<file path="src/rtl/pio_calc_pkg.sv">
package pio_calc_pkg;

    typedef enum logic [1:0] {
        ST_IDLE = 2'd0,
        ST_DIV  = 2'd1,
        ST_FIN  = 2'd2
    } calc_state_e;

    // Order in which the four round-up divisions run.
    localparam logic [1:0] SLOT_CYC = 2'd0;
    localparam logic [1:0] SLOT_SET = 2'd1;
    localparam logic [1:0] SLOT_ACT = 2'd2;
    localparam logic [1:0] SLOT_REC = 2'd3;

    // Generator limits.
    localparam int ACT_FLOOR  = 2;
    localparam int REC_FLOOR  = 2;
    localparam int REC_SPILL  = 17;
    localparam int FIELD_CAP  = 16;
    localparam int MODE_TOP   = 5;

    function automatic logic [1:0] setup_code_f(input int unsigned clocks);
        logic [1:0] c;
        case (clocks)
            1, 2:    c = 2'b01;
            3:       c = 2'b10;
            4:       c = 2'b00;
            default: c = 2'b11;
        endcase
        return c;
    endfunction

endpackage

</file>
<file path="src/rtl/pio_ceil_div.sv">
module pio_ceil_div #(
    parameter int NUM_W = 12,
    parameter int DEN_W = 8
) (
    input  logic             clk,
    input  logic             rst_n,
    input  logic             go,
    input  logic [NUM_W-1:0] num,
    input  logic [DEN_W-1:0] den,
    output logic             valid,
    output logic [NUM_W-1:0] quot
);

    localparam int CNT_W = $clog2(NUM_W + 1);

    typedef struct packed {
        logic             run;
        logic             valid;
        logic [CNT_W-1:0] cnt;
        logic [DEN_W-1:0] den;
        logic [DEN_W-1:0] rem;
        logic [NUM_W-1:0] quo;
    } div_t;

    div_t q, d;
    logic [DEN_W:0] trial;
    logic [DEN_W:0] diff;
    logic           take;

    always_comb begin
        d       = q;
        d.valid = 1'b0;
        trial   = {q.rem, q.quo[NUM_W-1]};
        diff    = trial - {1'b0, q.den};
        take    = (trial >= {1'b0, q.den});
        if (go) begin
            d.run = 1'b1;
            d.cnt = CNT_W'(NUM_W);
            d.den = den;
            d.rem = '0;
            // Adding (den - 1) turns the floor division into a round-up.
            d.quo = num + {{(NUM_W-DEN_W){1'b0}}, den} - NUM_W'(1);
        end else if (q.run) begin
            d.rem = take ? diff[DEN_W-1:0] : trial[DEN_W-1:0];
            d.quo = {q.quo[NUM_W-2:0], take};
            d.cnt = q.cnt - CNT_W'(1);
            if (q.cnt == CNT_W'(1)) begin
                d.run   = 1'b0;
                d.valid = 1'b1;
            end
        end
    end

    always_ff @(posedge clk or negedge rst_n) begin
        if (!rst_n) q <= '0;
        else        q <= d;
    end

    assign valid = q.valid;
    assign quot  = q.quo;

endmodule

</file>
<file path="src/rtl/pio_count_limits.sv">
module pio_count_limits #(
    parameter int Q_W   = 12,
    parameter int SET_W = 4
) (
    input  logic [Q_W-1:0]   cyc_q,
    input  logic [Q_W-1:0]   set_q,
    input  logic [Q_W-1:0]   act_q,
    input  logic [Q_W-1:0]   rec_q,
    input  logic             rev_hi,
    output logic [SET_W-1:0] set_fin,
    output logic [4:0]       act_fin,
    output logic [4:0]       rec_fin
);
    import pio_calc_pkg::*;

    localparam int W = Q_W + 2;
    localparam logic signed [W-1:0] K_ZERO  = '0;
    localparam logic signed [W-1:0] K_ONE   = W'(1);
    localparam logic signed [W-1:0] K_AFL   = W'(ACT_FLOOR);
    localparam logic signed [W-1:0] K_RFL   = W'(REC_FLOOR);
    localparam logic signed [W-1:0] K_SPILL = W'(REC_SPILL);
    localparam logic signed [W-1:0] K_CAP   = W'(FIELD_CAP);

    logic signed [W-1:0] cyc_s, set_s, act_s, rec_s;
    logic signed [W-1:0] act1, gap, rec1, act2, rec2, rec3;

    always_comb begin
        cyc_s = $signed({2'b00, cyc_q});
        set_s = $signed({2'b00, set_q});
        act_s = $signed({2'b00, act_q});
        rec_s = $signed({2'b00, rec_q});

        act1 = (act_s < K_AFL) ? K_AFL : act_s;

        gap = cyc_s - set_s - act1;
        if (gap < K_ZERO) gap = K_ZERO;

        rec1 = (rec_s > gap) ? rec_s : gap;
        if (rec1 < K_RFL) rec1 = K_RFL;

        if (rec1 > K_SPILL) begin
            act2 = act1 + (rec1 - K_SPILL);
            rec2 = K_SPILL;
        end else begin
            act2 = act1;
            rec2 = rec1;
        end
        if (act2 > K_CAP) act2 = K_CAP;

        rec3 = rev_hi ? (rec2 - K_ONE) : rec2;
        if (rec3 > K_CAP) rec3 = K_CAP;

        act_fin = act2[4:0];
        rec_fin = rec3[4:0];
    end

    generate
        if (SET_W >= Q_W) begin : g_set_wide
            assign set_fin = SET_W'(set_q);
        end else begin : g_set_sat
            localparam logic [Q_W-1:0] SET_MAX = Q_W'((1 << SET_W) - 1);
            assign set_fin = (set_q > SET_MAX) ? {SET_W{1'b1}} : set_q[SET_W-1:0];
        end
    endgenerate

endmodule

</file>
<file path="src/rtl/pio_count_pack.sv">
module pio_count_pack #(
    parameter int SET_W = 4
) (
    input  logic [SET_W-1:0] own_set,
    input  logic [4:0]       own_act,
    input  logic [4:0]       own_rec,
    input  logic             mrg,
    input  logic [SET_W-1:0] mate_set,
    input  logic [4:0]       mate_act,
    input  logic [4:0]       mate_rec,
    output logic [SET_W-1:0] set_out,
    output logic [4:0]       act_out,
    output logic [4:0]       rec_out,
    output logic [1:0]       code_out,
    output logic [7:0]       byte_out
);
    import pio_calc_pkg::*;

    always_comb begin
        set_out = own_set;
        act_out = own_act;
        rec_out = own_rec;
        if (mrg) begin
            if (mate_set > set_out) set_out = mate_set;
            if (mate_act > act_out) act_out = mate_act;
            if (mate_rec > rec_out) rec_out = mate_rec;
        end
        code_out = setup_code_f(32'(set_out));
        byte_out = {act_out[3:0], rec_out[3:0]};
    end

endmodule

</file>
<file path="src/rtl/pio_count_calc.sv">
module pio_count_calc #(
    parameter int TIME_W = 11,
    parameter int CLK_W  = 8,
    parameter int SET_W  = 4
) (
    input  logic              clk,
    input  logic              rst_n,
    input  logic              start,
    input  logic [2:0]        mode_req,
    input  logic [TIME_W-1:0] setup_ns,
    input  logic [TIME_W-1:0] active_ns,
    input  logic [TIME_W-1:0] cycle_ns,
    input  logic [CLK_W-1:0]  clk_period_ns,
    input  logic [1:0]        chip_rev,
    input  logic              merge_en,
    input  logic [SET_W-1:0]  mate_setup,
    input  logic [4:0]        mate_active,
    input  logic [4:0]        mate_recovery,
    output logic              busy,
    output logic              done,
    output logic [2:0]        mode_eff,
    output logic [SET_W-1:0]  setup_cnt,
    output logic [4:0]        active_cnt,
    output logic [4:0]        recovery_cnt,
    output logic [1:0]        setup_code,
    output logic [7:0]        timing_byte
);
    import pio_calc_pkg::*;

    localparam int NUM_W = ((TIME_W > CLK_W) ? TIME_W : CLK_W) + 1;
    localparam int EXT_W = NUM_W - TIME_W;

    typedef struct packed {
        calc_state_e        state;
        logic [1:0]         slot;
        logic               go;
        logic [TIME_W-1:0]  set_ns;
        logic [TIME_W-1:0]  act_ns;
        logic [TIME_W-1:0]  cyc_ns;
        logic [CLK_W-1:0]   per;
        logic               rev_hi;
        logic               mrg;
        logic [SET_W-1:0]   m_set;
        logic [4:0]         m_act;
        logic [4:0]         m_rec;
        logic [2:0]         mode;
        logic [NUM_W-1:0]   q_cyc;
        logic [NUM_W-1:0]   q_set;
        logic [NUM_W-1:0]   q_act;
        logic [NUM_W-1:0]   q_rec;
        logic               done;
        logic [2:0]         mode_eff;
        logic [SET_W-1:0]   set_cnt;
        logic [4:0]         act_cnt;
        logic [4:0]         rec_cnt;
        logic [1:0]         code;
        logic [7:0]         tbyte;
    } calc_t;

    calc_t q, d;

    logic signed [TIME_W+1:0] rec_diff;
    logic [TIME_W-1:0]        rec_ns;
    logic [NUM_W-1:0]         div_num;
    logic                     div_valid;
    logic [NUM_W-1:0]         div_quot;

    logic [SET_W-1:0]         lim_set;
    logic [4:0]               lim_act;
    logic [4:0]               lim_rec;
    logic [SET_W-1:0]         pk_set;
    logic [4:0]               pk_act;
    logic [4:0]               pk_rec;
    logic [1:0]               pk_code;
    logic [7:0]               pk_byte;

    // Recovery time in ns, floored at zero.
    always_comb begin
        rec_diff = $signed({2'b00, q.cyc_ns}) - $signed({2'b00, q.set_ns})
                 - $signed({2'b00, q.act_ns});
        rec_ns   = (rec_diff < 0) ? '0 : rec_diff[TIME_W-1:0];
    end

    always_comb begin
        case (q.slot)
            SLOT_CYC: div_num = {{EXT_W{1'b0}}, q.cyc_ns};
            SLOT_SET: div_num = {{EXT_W{1'b0}}, q.set_ns};
            SLOT_ACT: div_num = {{EXT_W{1'b0}}, q.act_ns};
            default:  div_num = {{EXT_W{1'b0}}, rec_ns};
        endcase
    end

    pio_ceil_div #(
        .NUM_W (NUM_W),
        .DEN_W (CLK_W)
    ) u_div (
        .clk   (clk),
        .rst_n (rst_n),
        .go    (q.go),
        .num   (div_num),
        .den   (q.per),
        .valid (div_valid),
        .quot  (div_quot)
    );

    pio_count_limits #(
        .Q_W   (NUM_W),
        .SET_W (SET_W)
    ) u_lim (
        .cyc_q   (q.q_cyc),
        .set_q   (q.q_set),
        .act_q   (q.q_act),
        .rec_q   (q.q_rec),
        .rev_hi  (q.rev_hi),
        .set_fin (lim_set),
        .act_fin (lim_act),
        .rec_fin (lim_rec)
    );

    pio_count_pack #(
        .SET_W (SET_W)
    ) u_pack (
        .own_set  (lim_set),
        .own_act  (lim_act),
        .own_rec  (lim_rec),
        .mrg      (q.mrg),
        .mate_set (q.m_set),
        .mate_act (q.m_act),
        .mate_rec (q.m_rec),
        .set_out  (pk_set),
        .act_out  (pk_act),
        .rec_out  (pk_rec),
        .code_out (pk_code),
        .byte_out (pk_byte)
    );

    always_comb begin
        d      = q;
        d.go   = 1'b0;
        d.done = 1'b0;
        case (q.state)
            ST_IDLE: begin
                if (start) begin
                    d.set_ns = setup_ns;
                    d.act_ns = active_ns;
                    d.cyc_ns = cycle_ns;
                    d.per    = clk_period_ns;
                    d.rev_hi = chip_rev[1];
                    d.mrg    = merge_en;
                    d.m_set  = mate_setup;
                    d.m_act  = mate_active;
                    d.m_rec  = mate_recovery;
                    d.mode   = mode_req;
                    d.slot   = SLOT_CYC;
                    d.go     = 1'b1;
                    d.state  = ST_DIV;
                end
            end
            ST_DIV: begin
                if (div_valid) begin
                    case (q.slot)
                        SLOT_CYC: d.q_cyc = div_quot;
                        SLOT_SET: d.q_set = div_quot;
                        SLOT_ACT: d.q_act = div_quot;
                        default:  d.q_rec = div_quot;
                    endcase
                    if (q.slot == SLOT_REC) begin
                        d.state = ST_FIN;
                    end else begin
                        d.slot = q.slot + 2'd1;
                        d.go   = 1'b1;
                    end
                end
            end
            ST_FIN: begin
                d.set_cnt  = pk_set;
                d.act_cnt  = pk_act;
                d.rec_cnt  = pk_rec;
                d.code     = pk_code;
                d.tbyte    = pk_byte;
                d.mode_eff = (q.mode > 3'(MODE_TOP)) ? 3'(MODE_TOP) : q.mode;
                d.done     = 1'b1;
                d.state    = ST_IDLE;
            end
            default: d.state = ST_IDLE;
        endcase
    end

    always_ff @(posedge clk or negedge rst_n) begin
        if (!rst_n) q <= '0;
        else        q <= d;
    end

    assign busy         = (q.state != ST_IDLE);
    assign done         = q.done;
    assign mode_eff     = q.mode_eff;
    assign setup_cnt    = q.set_cnt;
    assign active_cnt   = q.act_cnt;
    assign recovery_cnt = q.rec_cnt;
    assign setup_code   = q.code;
    assign timing_byte  = q.tbyte;

endmodule

</file>
<file path="config.mk">
export PLATFORM = sky130hd
export DESIGN_NAME = pio_count_calc
export DESIGN_NICKNAME = d
export VERILOG_FILES = /design/src/rtl/pio_calc_pkg.sv /design/src/rtl/pio_ceil_div.sv /design/src/rtl/pio_count_limits.sv /design/src/rtl/pio_count_pack.sv /design/src/rtl/pio_count_calc.sv
export SDC_FILE = /design/constraint.sdc
export NUM_CORES = 1
export LEC_CHECK = 0
export BUFFER_PORTS_ARGS = -buffer_cell sky130_fd_sc_hd__buf_2
export CORE_UTILIZATION = 30
export CTS_CLUSTER_SIZE = 24
export DETAILED_ROUTE_END_ITERATION = 12
export PLACE_DENSITY = 0.46
export SYNTH_ARGS = -nofsm -noshare
export SYNTH_HDL_FRONTEND = slang
export SYNTH_SLANG_ARGS = --single-unit
export TNS_END_PERCENT = 1
</file>
<file path="constraint.sdc">
create_clock -name clk -period 13.95 [get_ports clk]
set_clock_uncertainty 0.1 [all_clocks]
set_input_delay 2.79 -clock clk [delete_from_list [all_inputs] [get_ports clk]]
set_output_delay 2.79 -clock clk [all_outputs]
set_load 0.005 [all_outputs]
</file>
# After elaboration in Yosys (flattened, before gate mapping)
# Index checks and enable logic that the tools add are counted.
[word_totals] register_bits=175 inputBits=64 word_cells=120
[op_classes] addsub=12 n_lt_le_gt_ge=14 n_eq_ne=14 n_mux=35 bitwise_logic=1 n_reduce_logical=14
[ops] cell="14-bit 2-to-1 mux" count=6
[ops] cell="65-bit 2-to-1 mux" count=1
[ops] cell="14-bit by 6-bit > comparator with 1-bit output, second input constant" count=3
[ops] cell="20-bit 2-to-1 mux" count=2
[ops] cell="5-bit 2-to-1 mux" count=7
[ops] cell="11-bit case mux with 3 select lines" count=1
[ops] cell="28-bit 2-to-1 mux" count=1
[ops] cell="12-bit by 12-bit subtractor with 13-bit output" count=2
[ops] cell="4-bit 2-to-1 mux" count=4
[ops] cell="3-bit AND reduction" count=5
[ops] cell="14-bit adder" count=1
[ops] cell="13-bit by 14-bit > comparator with 1-bit output" count=1
[ops] cell="14-bit by 1-bit < comparator with 1-bit output, second input constant" count=1
[ops] cell="14-bit by 3-bit < comparator with 1-bit output, second input constant" count=1
[ops] cell="14-bit subtractor" count=1
[ops] cell="14-bit by 2-bit subtractor with 14-bit output, second input constant" count=1
[ops] cell="14-bit by 6-bit subtractor with 14-bit output, second input constant" count=1
[ops] cell="13-bit by 1-bit < comparator with 1-bit output, second input constant" count=1
[ops] cell="11-bit by 8-bit adder with 12-bit output" count=1
[ops] cell="12-bit by 4-bit > comparator with 1-bit output, second input constant" count=1
[ops] cell="12-bit by 2-bit < comparator with 1-bit output, second input constant" count=1
[ops] cell="12-bit 2-to-1 mux" count=1
[ops] cell="11-bit by 11-bit subtractor with 12-bit output" count=1
[ops] cell="12-bit by 1-bit subtractor with 12-bit output, second input constant" count=1
[ops] cell="30 further kinds" count=44

# Logic depth before layout (Yosys ltp)
# Gate-level depths: netlist (run 1).
[depth] word_depth=19 ltp_mapped=56

# Hierarchy
# Synthesis (run 1) repeated with hierarchy kept, for this count alone.
[unflattened] hier_cells=1381 hier_area_um2=13158.9
[modules_own_cells] module="pio_count_calc" n_inst=1 cells_each=546 area_each_um2=6691.4
[modules_own_cells] module="pio_count_limits" n_inst=1 cells_each=424 area_each_um2=2999.1
[modules_own_cells] module="pio_ceil_div" n_inst=1 cells_each=322 area_each_um2=2691.3
[modules_own_cells] module="pio_count_pack" n_inst=1 cells_each=89 area_each_um2=777.0

# Worst setup path after synthesis (run 1)
# No wires, ideal clock.
[synth_timing] path_kind="register to register" start="register q[53] (netlist bit)" end="register q (netlist bit active_cnt[4])" arrival_ns=10.678 t_required_ns=13.727 setup_slack_ns=3.049 stages_incl_launch_ff=56 n_path_buf=4 path_cell_list="dfrtp_1 -> inv_1 -> ha_1 -> nor2b_1 -> o21ai_0 -> a21boi_0 -> o21ai_0 -> a21boi_0 -> o21ai_0 -> a21boi_0 -> o21ai_0 -> a21boi_0 -> xor2_1 -> ha_1 -> clkbuf_1 -> a21oi_1 -> a21oi_1 -> and2_1 -> (+20 left out) -> a21boi_0 -> o21ai_0 -> a21oi_1 -> a21oi_1 -> xnor2_1 -> or4_1 -> o31a_1 -> nor3b_1 -> a21oi_1 -> ha_1 -> nor2b_1 -> o21a_1 -> o21ai_0 -> nand2b_1 -> a21oi_1 -> nor2_1 -> a211o_1 -> o221a_1"
[synth_via] elab_chain_len=16
[synth_rtl] item="start, declared" line_no="pio_count_calc.sv:60" rtl="calc_t q, d;"
[synth_rtl] item="start signal, assigned" line_no="pio_count_calc.sv:190" rtl="if (!rst_n) q <= '0;"
[synth_rtl] item="start signal, assigned" line_no="pio_count_calc.sv:191" rtl="else q <= d;"
[synth_rtl] item="12-bit by 12-bit subtractor with 13-bit output (*)" line_no="pio_count_limits.sv:35" rtl="gap = cyc_s - set_s - act1;"
[synth_rtl] item="14-bit subtractor (*)" line_no="pio_count_limits.sv:35"
[synth_rtl] item="14-bit by 1-bit < comparator with 1-bit output" line_no="pio_count_limits.sv:36" rtl="if (gap < K_ZERO) gap = K_ZERO;"
[synth_rtl] item="14-bit 2-to-1 mux (*)" line_no="pio_count_limits.sv:36"
[synth_rtl] item="13-bit by 14-bit > comparator with 1-bit output" line_no="pio_count_limits.sv:38" rtl="rec1 = (rec_s > gap) ? rec_s : gap;"
[synth_rtl] item="14-bit 2-to-1 mux (*)" line_no="pio_count_limits.sv:38"
[synth_rtl] item="14-bit by 3-bit < comparator with 1-bit output" line_no="pio_count_limits.sv:39" rtl="if (rec1 < K_RFL) rec1 = K_RFL;"
[synth_rtl] item="14-bit 2-to-1 mux (*)" line_no="pio_count_limits.sv:39"
[synth_rtl] item="14-bit by 6-bit subtractor with 14-bit output" line_no="pio_count_limits.sv:42" rtl="act2 = act1 + (rec1 - K_SPILL);"
[synth_rtl] item="14-bit adder" line_no="pio_count_limits.sv:42"
[synth_rtl] item="14-bit 2-to-1 mux (*)" line_no="pio_count_limits.sv:41" rtl="if (rec1 > K_SPILL) begin"
[synth_rtl] item="14-bit by 6-bit > comparator with 1-bit output" line_no="pio_count_limits.sv:48" rtl="if (act2 > K_CAP) act2 = K_CAP;"
[synth_rtl] item="5-bit 2-to-1 mux (*)" line_no="pio_count_limits.sv:48"
[synth_rtl] item="5-bit > comparator" line_no="pio_count_pack.sv:25" rtl="if (mate_act > act_out) act_out = mate_act;"
[synth_rtl] item="5-bit 2-to-1 mux" line_no="pio_count_pack.sv:25"
[synth_rtl] item="5-bit 2-to-1 mux (*)" line_no="pio_count_pack.sv:23" rtl="if (mrg) begin"
# Mark *: on every way between the ends. The rest lies on a longest branch, timed or not.
# A chain may end at the register's enable or synchronous reset.

# Final worst setup path (run 1)
# Same ends and word-level chain as after synthesis.

==> flow_metrics.tcl, run 1 <==
set metrics [dict create \
    outcome "finished clean" \
    die_h_um 203 \
    worst-r2r-cell-count 52 \
    clock_tree_from_tritoncts "done" \
    rr_endpoint "active_cnt[4]" \
    ctsRootBufferMaster "sky130_fd_sc_hd__clkbuf_16" \
    ff2ff_setup_slack_ns 1.61 \
    final_hold_viol_count 0 \
    post_drt_via_cell_ratio 4.84 \
    insertion_delay_ns 0.44 \
    synthesized_flop_and_latch_total 167 \
    crit_path_max_incr_delay_ns 0.59 \
    rows 73 \
    rsz0062_at_grt "no" \
    cts.htree.levels 4 \
    width_of_the_die_um 203 \
    timing.final.crit_share_pct 88.4 \
    critical_path_depth 52 \
    final-max-slew-violation-count 0 \
    crit_arrival_ns 12.55 \
    worst_slew_pin_slew_ns 1.02 \
    grt.overflow.total 0 \
    antenna_cells 0 \
    timing.critical_path.slowest_stage_cell "sky130_fd_sc_hd__or4_1" \
    cts.repair.resized 0 \
    netlist.top_cell.by_area "sky130_fd_sc_hd__dfrtp_1" \
    die_area_um2 41000 \
    synth_edf_count 0 \
    cts_inserted_buffers 17 \
    period_minus_slack_ns 12.34 \
    syn-cell-area_um2 12100 \
    endpoint_kind "flop" \
    syn-mean-instance-area_um2 8.94 \
    gp_congestion 0.858 \
    worstHoldStart "mode_eff[1]" \
    vias 9373 \
    finalSetupViolations 0 \
    routed_wl_mm 29.0 \
    tritoncts_num_sinks 167 \
    clk_transition_reported_paths_ns 0.07 \
    ratio_of_cells_with_drive_above_1_in_the_final_layout_pct 15.1 \
    most_repeated_cell_in_the_gate_level_netlist_after_synthesis "sky130_fd_sc_hd__dfrtp_1" \
    yosys-top-cells-area "sky130_fd_sc_hd__dfrtp_1, sky130_fd_sc_hd__ha_1, sky130_fd_sc_hd__mux2_2" \
    maxSlewHeadroom_pct 32.2 \
    timing.critical_path.required_ns 14.17 \
    ys_async_rst_share_pct 100 \
    final-instance-count-excl-fill 1935 \
    drt_pre_antenna_iters 5 \
    number_of_instances_in_the_synthesized_netlist 1350 \
    grt_first_pass_wirelength_mm 48.0 \
    global_router_s_overall_resource_usage_pct 14.6 \
    synth_sequential_area_ratio_pct 34.6 \
    initialDrtViolationCount 506 \
    postCtsHoldBufs 0 \
    commonest_cells_in_the_synthesized_netlist "sky130_fd_sc_hd__dfrtp_1, sky130_fd_sc_hd__inv_1, sky130_fd_sc_hd__nand2_1" \
    criticalPathCategory "flop to flop" \
    via_count_of_the_first_global_routing_pass 9312 \
    post-place-cells 1903 \
    yosysUniqueCellTypes 69 \
    critical_path.startpoint_type "flop" \
    clock.fmax_mhz 81.1 \
    synth_fp_nets 1550 \
    grt_antenna_before_repair 0 \
    grt_max_degree 71 \
    timing.hold.worst_path_depth 2 \
    cts.repair_timing.setup_buffer_count 0 \
    timing.critical_path.buf_inv 3 \
    final_critical_path_setup_slack_ns 1.61 \
    worst_path_most_repeated_cell "sky130_fd_sc_hd__o21ai_0" \
    start_util_pct 30.4 \
    worst_r2r_startpoint "q[53]" \
    synth_flop_cell "sky130_fd_sc_hd__dfrtp_1" \
    wl_per_cell_um 15.0 \
    hold_path_end "mode_eff[1]" \
    setup_total_negative_slack_ns 0 \
    area_growth_pct 11.3 \
    nets 1597 \
    worst_path_fanout_max 17 \
    core-area_um2 39700 \
    drtAntennaViolNets 0 \
    place_ws_ns 1.65 \
    boundaryPins 93 \
    clk_path_buf_depth 2 \
    yosysWarningCount 0 \
    maxCapViolCount 0 \
    hpwlAfterDp_mm 22.0 \
    area_share_of_the_leading_cell_type_in_the_synthesized_netlist_pct 34.6 \
    min_delay_path_class "flop to flop" \
    drcViolationCount 0 \
    critical-path-top-delay-family "compound AO/OA/AOI/OAI gates" \
    buffer_ports.inserted 91 \
]
==> worst reg2reg max path, delay by kind of cell, from the launching register on <==
kind,cells,cell delay (ns)
AO/OA/AOI/OAI,24,5.32
AND/OR/NAND/NOR,15,3.65
adder cells (fa/ha/maj),7,2.11
XOR/XNOR,3,0.45
flip-flops,1,0.42
buffers and inverters,3,0.17
==> cell families after synthesis <==
family	count (synthesis)	share of synthesized area (%)
buf+inv	228	8.18
xor+xnor	53	3.85
flops	167	34.6
fa+ha+maj	136	14.5
simple gates	340	12.8
compound gates	337	17.9
mux	89	8.14
==> worst max-delay path by stage <==
stage / start / endpoint / slack (ns)
after floorplan: q[53] / active_cnt[4] / 3.05
after detailed placement: q[53] / active_cnt[4] / 1.65
after CTS: q[53] / active_cnt[4] / 1.58
after global placement: q[53] / active_cnt[4] / 1.60
final: q[53] / active_cnt[4] / 1.61
after global routing: q[53] / active_cnt[4] / 0.52
==> registers in the layout, summed over array words and instances (netlist names) <==
name and cells:
active_cnt 5, setup_cnt 4, done 1, recovery_cnt 5, setup_code 2, q 113, u_div.valid 1, u_div.q 21
u_div.quot 12, mode_eff 3
==> final cells by class <==
type / instances / area [um2]
fill: 4161 / 26300
multi-input combinational: 955 / 6910
sequential: 167 / 4180
tap: 525 / 657
inverter: 158 / 593
timing repair buffer: 98 / 514
clock buffer: 20 / 437
clock inverter: 12 / 141
==> cell usage in the layout (no fill, tap or decap), types with 4 or more instances in the layout <==
cell type | Yosys | routed
sky130_fd_sc_hd__a211o_1 | 4 | 4
sky130_fd_sc_hd__a211oi_1 | 15 | 15
sky130_fd_sc_hd__a21boi_0 | 14 | 14
sky130_fd_sc_hd__a21o_1 | 15 | 15
sky130_fd_sc_hd__a21oi_1 | 74 | 74
sky130_fd_sc_hd__a222oi_1 | 11 | 11
sky130_fd_sc_hd__a31oi_1 | 9 | 9
sky130_fd_sc_hd__a32o_1 | 5 | 5
sky130_fd_sc_hd__and2_1 | 6 | 6
sky130_fd_sc_hd__buf_2 | 0 | 90
sky130_fd_sc_hd__buf_4 | 27 | 7
sky130_fd_sc_hd__clkbuf_16 | 0 | 17
sky130_fd_sc_hd__dfrtp_1 | 167 | 167
sky130_fd_sc_hd__fa_1 | 7 | 7
sky130_fd_sc_hd__ha_1 | 129 | 129
sky130_fd_sc_hd__inv_1 | 158 | 158
sky130_fd_sc_hd__mux2_2 | 73 | 73
sky130_fd_sc_hd__mux2i_1 | 16 | 16
sky130_fd_sc_hd__nand2_1 | 140 | 140
sky130_fd_sc_hd__nand2b_1 | 19 | 19
sky130_fd_sc_hd__nand3_1 | 15 | 15
sky130_fd_sc_hd__nand4_1 | 5 | 5
sky130_fd_sc_hd__nor2_1 | 95 | 94
sky130_fd_sc_hd__nor2b_1 | 16 | 16
sky130_fd_sc_hd__nor3_1 | 8 | 8
sky130_fd_sc_hd__nor4_1 | 7 | 7
sky130_fd_sc_hd__o211ai_1 | 9 | 9
sky130_fd_sc_hd__o21a_1 | 9 | 9
sky130_fd_sc_hd__o21ai_0 | 112 | 112
sky130_fd_sc_hd__o22ai_1 | 8 | 8
sky130_fd_sc_hd__o31a_1 | 5 | 5
sky130_fd_sc_hd__o31ai_1 | 9 | 9
sky130_fd_sc_hd__or2_2 | 4 | 4
sky130_fd_sc_hd__or3_1 | 8 | 8
sky130_fd_sc_hd__or4_1 | 4 | 4
sky130_fd_sc_hd__xnor2_1 | 37 | 37
sky130_fd_sc_hd__xor2_1 | 16 | 16
==> through the flow <==
stage | cell area [um2] | utilization, % | hold WS, ns
5_1_grt | 13400 | 33.8 | 0.406
3_5_place_dp | 12900 | 32.3 | 0.361
4_1_cts | 13400 | 33.8 | 0.379
2_1_floorplan | 12100 | - | 0.340
3_3_place_gp | 12900 | 32.3 | 0.352
6_report | 13400 | 33.8 | 0.376
==> metal layers <==
layer	up-vias	global-route usage, %	share of wire, %	routed length, um
met5	-	0	0	0
met4	0	2.95	0.86	250
met3	13	2.73	2.4	701
met2	110	24.4	47	13700
met1	4484	19.6	49	14300
li1	4766	-	-	-
Power of run 1 is not shown: default switching activity piles up to over one toggle a cycle in this logic, so the estimate is an artifact.
==> inputs of run 2 (changes only) <==
- CELL_PAD_IN_SITES_DETAIL_PLACEMENT: unset -> 0
- CELL_PAD_IN_SITES_GLOBAL_PLACEMENT: unset -> 1
- PLACE_DENSITY: 0.46 -> 0.56
==> run 2 against run 1 <==
  * Die area unchanged
  * Register-to-register slack worse by 0.07 ns
  * Sequential share of layout area down 0.055 points
  * Sequential cell count unchanged
  * Utilization up 0.060 points
  * Worst hold slack about the same
  * Non-clock buffer count unchanged
  * Via count up 0.58%
  * First-iteration DRC count down 20%
==> flow_metrics.tcl, run 2 (synthesis results as in run 1) <==
set metrics [dict create \
    boundaryPins 93 \
    timing.critical_path.slowest_stage_cell "sky130_fd_sc_hd__a2111oi_0" \
    worst_path_fanout_max 19 \
    criticalPathCategory "flop to flop" \
    post_drt_via_cell_ratio 4.87 \
    grt_first_pass_wirelength_mm 49.5 \
    cts.htree.levels 4 \
    width_of_the_die_um 203 \
    clk_transition_reported_paths_ns 0.07 \
    postCtsHoldBufs 0 \
    rows 73 \
    period_minus_slack_ns 12.41 \
    seq_cell_area_um2 4180 \
    fillerInstances 4235 \
    cts.repair.resized 0 \
    rsz0062_at_grt "no" \
    routed_wl_mm 29.8 \
    wl_per_cell_um 15.4 \
    clock_tree_from_tritoncts "done" \
    timing.critical_path.buf_inv 3 \
    worst_slew_pin_slew_ns 1.03 \
    die_h_um 203 \
    hpwlAfterDp_mm 22.9 \
    ratio_of_cells_with_drive_above_1_in_the_final_layout_pct 15.2 \
    timing.final.crit_share_pct 88.9 \
    via_count_of_the_first_global_routing_pass 9469 \
    ctsRootBufferMaster "sky130_fd_sc_hd__clkbuf_16" \
    drcViolationCount 0 \
    endpoint_kind "flop" \
    vias 9427 \
    die_area_um2 41000 \
    initialDrtViolationCount 404 \
    outcome "finished clean" \
    core-area_um2 39700 \
    final-max-slew-violation-count 0 \
    worst_path_most_repeated_cell "sky130_fd_sc_hd__o21ai_0" \
    min_delay_path_class "flop to flop" \
    setup_total_negative_slack_ns 0 \
    critical-path-top-delay-family "compound AO/OA/AOI/OAI gates" \
    gp_congestion 0.782 \
    grt_max_degree 71 \
    crit_path_max_incr_delay_ns 0.82 \
    antenna_cells 0 \
    timing.critical_path.required_ns 14.18 \
    crit_arrival_ns 12.63 \
    final_cell_mix "sky130_fd_sc_hd__dfrtp_1, sky130_fd_sc_hd__inv_1, sky130_fd_sc_hd__nand2_1, sky130_fd_sc_hd__ha_1, sky130_fd_sc_hd__o21ai_0" \
    drtAntennaViolNets 0 \
    insertion_delay_ns 0.44 \
    start_util_pct 30.4 \
    largest_register_ffs 113 \
    finalSetupViolations 0 \
    nets 1597 \
    cts.repair_timing.setup_buffer_count 0 \
    most_common_cell_after_layout_fill_and_taps_aside "sky130_fd_sc_hd__dfrtp_1" \
    tritoncts_num_sinks 167 \
    area_growth_pct 11.5 \
    maxCapViolCount 0 \
    grt_antenna_before_repair 0 \
    clock.fmax_mhz 80.6 \
    buffer_ports.inserted 91 \
    cts_inserted_buffers 17 \
    multi_input_area_um2 6910 \
    critical_path.startpoint_type "flop" \
    global_router_s_overall_resource_usage_pct 15.1 \
    top_register "q" \
    clk_path_buf_depth 2 \
    grt.overflow.total 0 \
    drt_pre_antenna_iters 6 \
    final_hold_viol_count 0 \
    maxSlewHeadroom_pct 29.3 \
]
[run 2: metrics by stage]
| stage | setup slack (ns) | hold slack [ns] | utilization, % | std cells | cell area [um2] |
|---|---|---|---|---|---|
| 3_5_place_dp | 1.50 | 0.365 | 32.3 | 1903 | 12900 |
| 4_1_cts | 1.46 | 0.381 | 33.9 | 1935 | 13500 |
| 5_1_grt | 0.330 | 0.421 | 33.9 | 1935 | 13500 |
| 3_3_place_gp | 1.55 | 0.355 | 32.3 | 1903 | 12900 |
| 6_report | 1.54 | 0.376 | 33.9 | 1935 | 13500 |
| 2_1_floorplan | 3.05 | 0.340 | - | 1350 | 12100 |
[run 2: path summary, 6_finish.rpt]
kind / startpoint / to / slack (ns) / cells after the start
hold reg to reg: setup_cnt[1] / setup_cnt[1] / 0.38 / 2
min in group asynchronous: rst_n / q[75] / 2.22 / 1
hold / removal: setup_cnt[1] / setup_cnt[1] / 0.38 / 2
setup / recovery: q[53] / active_cnt[4] / 1.54 / 53
setup reg to reg: q[53] / active_cnt[4] / 1.54 / 53
max in group asynchronous: rst_n / q[64] / 10.34 / 2
[run 2: area by class of cell]
class / instances / share of cell area, %
clock buffer: 19 / 3.29
clock inverter: 13 / 1.18
tap: 525 / 4.88
inverter: 158 / 4.41
timing repair buffer: 98 / 3.82
multi-input combinational: 955 / 51.4
sequential: 167 / 31.1
[run 2: worst register-to-register path, delay by kind of cell (launching register included)]
family          cells  cell delay [ns]
compound gates     25             5.55
xor+xnor            2             0.17
fa+ha+maj           7             1.89
buf+inv             3             0.17
flops               1             0.42
simple gates       16             3.97
[run 2: layer usage]
layer  share of wire [%]  up-vias  GRT usage (%)
li1                    -     4773              -
met1                  49     4495           20.5
met2                  47      137           25.1
met3                 2.5       22           2.42
met4                 1.2        0           3.49
met5                   0        -              0
Power of run 2 is left out for the same reason.
==> inputs of run 3 (changes only) <==
- clock period: 13.95 -> 11.51 ns (I/O delays scaled with it)
==> run 3 against run 2 <==
  * Design area rose by 3.5%
  * First-iteration DRC count fell by 0.74%
  * Largest cell class unchanged
  * Non-clock buffer count rose by 59
==> flow_metrics.tcl, run 3 (synthesis results as in run 1) <==
set metrics [dict create \
    period_minus_slack_ns 10.83 \
    rr_endpoint "active_cnt[4]" \
    min_delay_path_class "flop to flop" \
    drtAntennaViolNets 0 \
    largest_register_ffs 113 \
    holdWs_ns 0.381 \
    timing.hold.worst_path_depth 2 \
    final_hold_viol_count 0 \
    grt_antenna_before_repair 0 \
    maxSlewHeadroom_pct 35.7 \
    grt.overflow.total 0 \
    worst_slew_pin_slew_ns 0.965 \
    outcome "finished clean" \
    routed_wl_mm 30.2 \
    clk_transition_reported_paths_ns 0.07 \
    worstHoldStart "setup_cnt[3]" \
    final_cell_mix "sky130_fd_sc_hd__dfrtp_1, sky130_fd_sc_hd__inv_1, sky130_fd_sc_hd__nand2_1, sky130_fd_sc_hd__ha_1, sky130_fd_sc_hd__o21ai_0" \
    vias 9545 \
    place_ws_ns -0.0446 \
    via_count_of_the_first_global_routing_pass 9602 \
    cts.htree.levels 4 \
    wl_per_cell_um 15.1 \
    post_drt_via_cell_ratio 4.79 \
    clk_path_buf_depth 2 \
    width_of_the_die_um 203 \
    final_critical_path_setup_slack_ns 0.676 \
    drt_pre_antenna_iters 7 \
    clock_tree_from_tritoncts "done" \
    most_common_cell_after_layout_fill_and_taps_aside "sky130_fd_sc_hd__dfrtp_1" \
    worst-r2r-cell-count 52 \
    antenna_cells 0 \
    criticalPathCategory "flop to flop" \
    die_area_um2 41000 \
    die_h_um 203 \
    grt_first_pass_wirelength_mm 49.9 \
    post-place-cells 1959 \
    hold_path_end "setup_cnt[3]" \
    final-instance-count-excl-fill 1994 \
    crit_path_max_incr_delay_ns 0.59 \
    initialDrtViolationCount 401 \
    endpoint_kind "flop" \
    ff2ff_setup_slack_ns 0.68 \
    top_register "q" \
    drcViolationCount 0 \
    gp_congestion 0.809 \
    timing.critical_path.slowest_stage_cell "sky130_fd_sc_hd__or4_1" \
    fillerInstances 4214 \
    maxCapViolCount 0 \
    finalSetupViolations 0 \
    timing.critical_path.required_ns 11.74 \
    grt_max_degree 73 \
    buffer_ports.inserted 91 \
    insertion_delay_ns 0.44 \
    postCtsHoldBufs 0 \
    crit_arrival_ns 11.06 \
    global_router_s_overall_resource_usage_pct 15.3 \
    timing.final.crit_share_pct 94.1 \
    area_growth_pct 15.4 \
    worst_r2r_startpoint "q[65]" \
    nets 1656 \
    setup_total_negative_slack_ns 0 \
    rsz0062_at_grt "no" \
    rows 73 \
    critical_path.startpoint_type "flop" \
    ratio_of_cells_with_drive_above_1_in_the_final_layout_pct 19.3 \
    final-max-slew-violation-count 0 \
    start_util_pct 30.4 \
    tritoncts_num_sinks 167 \
    worst_path_most_repeated_cell "sky130_fd_sc_hd__ha_1" \
    core-area_um2 39700 \
    ctsRootBufferMaster "sky130_fd_sc_hd__clkbuf_16" \
    worst_path_fanout_max 6 \
    clock.fmax_mhz 92.3 \
    hpwlAfterDp_mm 23.4 \
    boundaryPins 93 \
    cts_inserted_buffers 17 \
]
run 3: through the flow:
step | utilization [%] | instance area (um2)
floorplan | - | 12100
global placement | 33.4 | 13300
detailed placement | 33.4 | 13300
CTS | 34.9 | 13900
global route | 35.0 | 13900
finish | 35.0 | 13900
run 3: repair_timing:
item	4_1_cts	5_1_grt
setup buffers	0	3
setup endpoints to repair	3	5
gates resized for setup	3	18
pin swaps	0	2
run 3: routing by layer:
| layer | GRT usage, % | wire length, um | vias up |
|---|---|---|---|
| li1 | - | - | 4891 |
| met1 | 20.5 | 14900 | 4534 |
| met2 | 25.2 | 14400 | 102 |
| met3 | 2.60 | 556 | 18 |
| met4 | 3.89 | 344 | 0 |
| met5 | 0 | 0 | - |
run 3: worst max path at each step:
stage	cells after the start	slack, ns	from	endpoint
3_3_place_gp	52	0.14	q[65]	active_cnt[4]
6_report	52	0.68	q[65]	active_cnt[4]
2_1_floorplan	55	0.61	q[53]	active_cnt[4]
3_5_place_dp	52	-0.04	q[65]	active_cnt[4]
4_1_cts	51	0.08	q[65]	active_cnt[4]
5_1_grt	52	0.01	q[65]	active_cnt[4]
run 3: area by class of cell:
class                      count  area [um2]  share of cell area, %
multi-input combinational    955        6950                   49.9
sequential                   167        4180                   30.0
timing repair buffer         157         957                   6.87
tap                          525         657                   4.72
inverter                     158         593                   4.26
clock buffer                  21         470                   3.38
clock inverter                11         114                  0.818
run 3: worst max-delay path: cells and delay by family (launching register included):
family | cells | cell delay [ns]
DFF | 1 | 0.40
xor gates and xnor gates | 3 | 0.42
buffers and inverters | 3 | 0.24
adders and majority gates | 7 | 2.08
AOI/OAI and AO/OA | 24 | 4.27
and+or+nand+nor | 15 | 3.22
Power of run 3 is left out for the same reason.
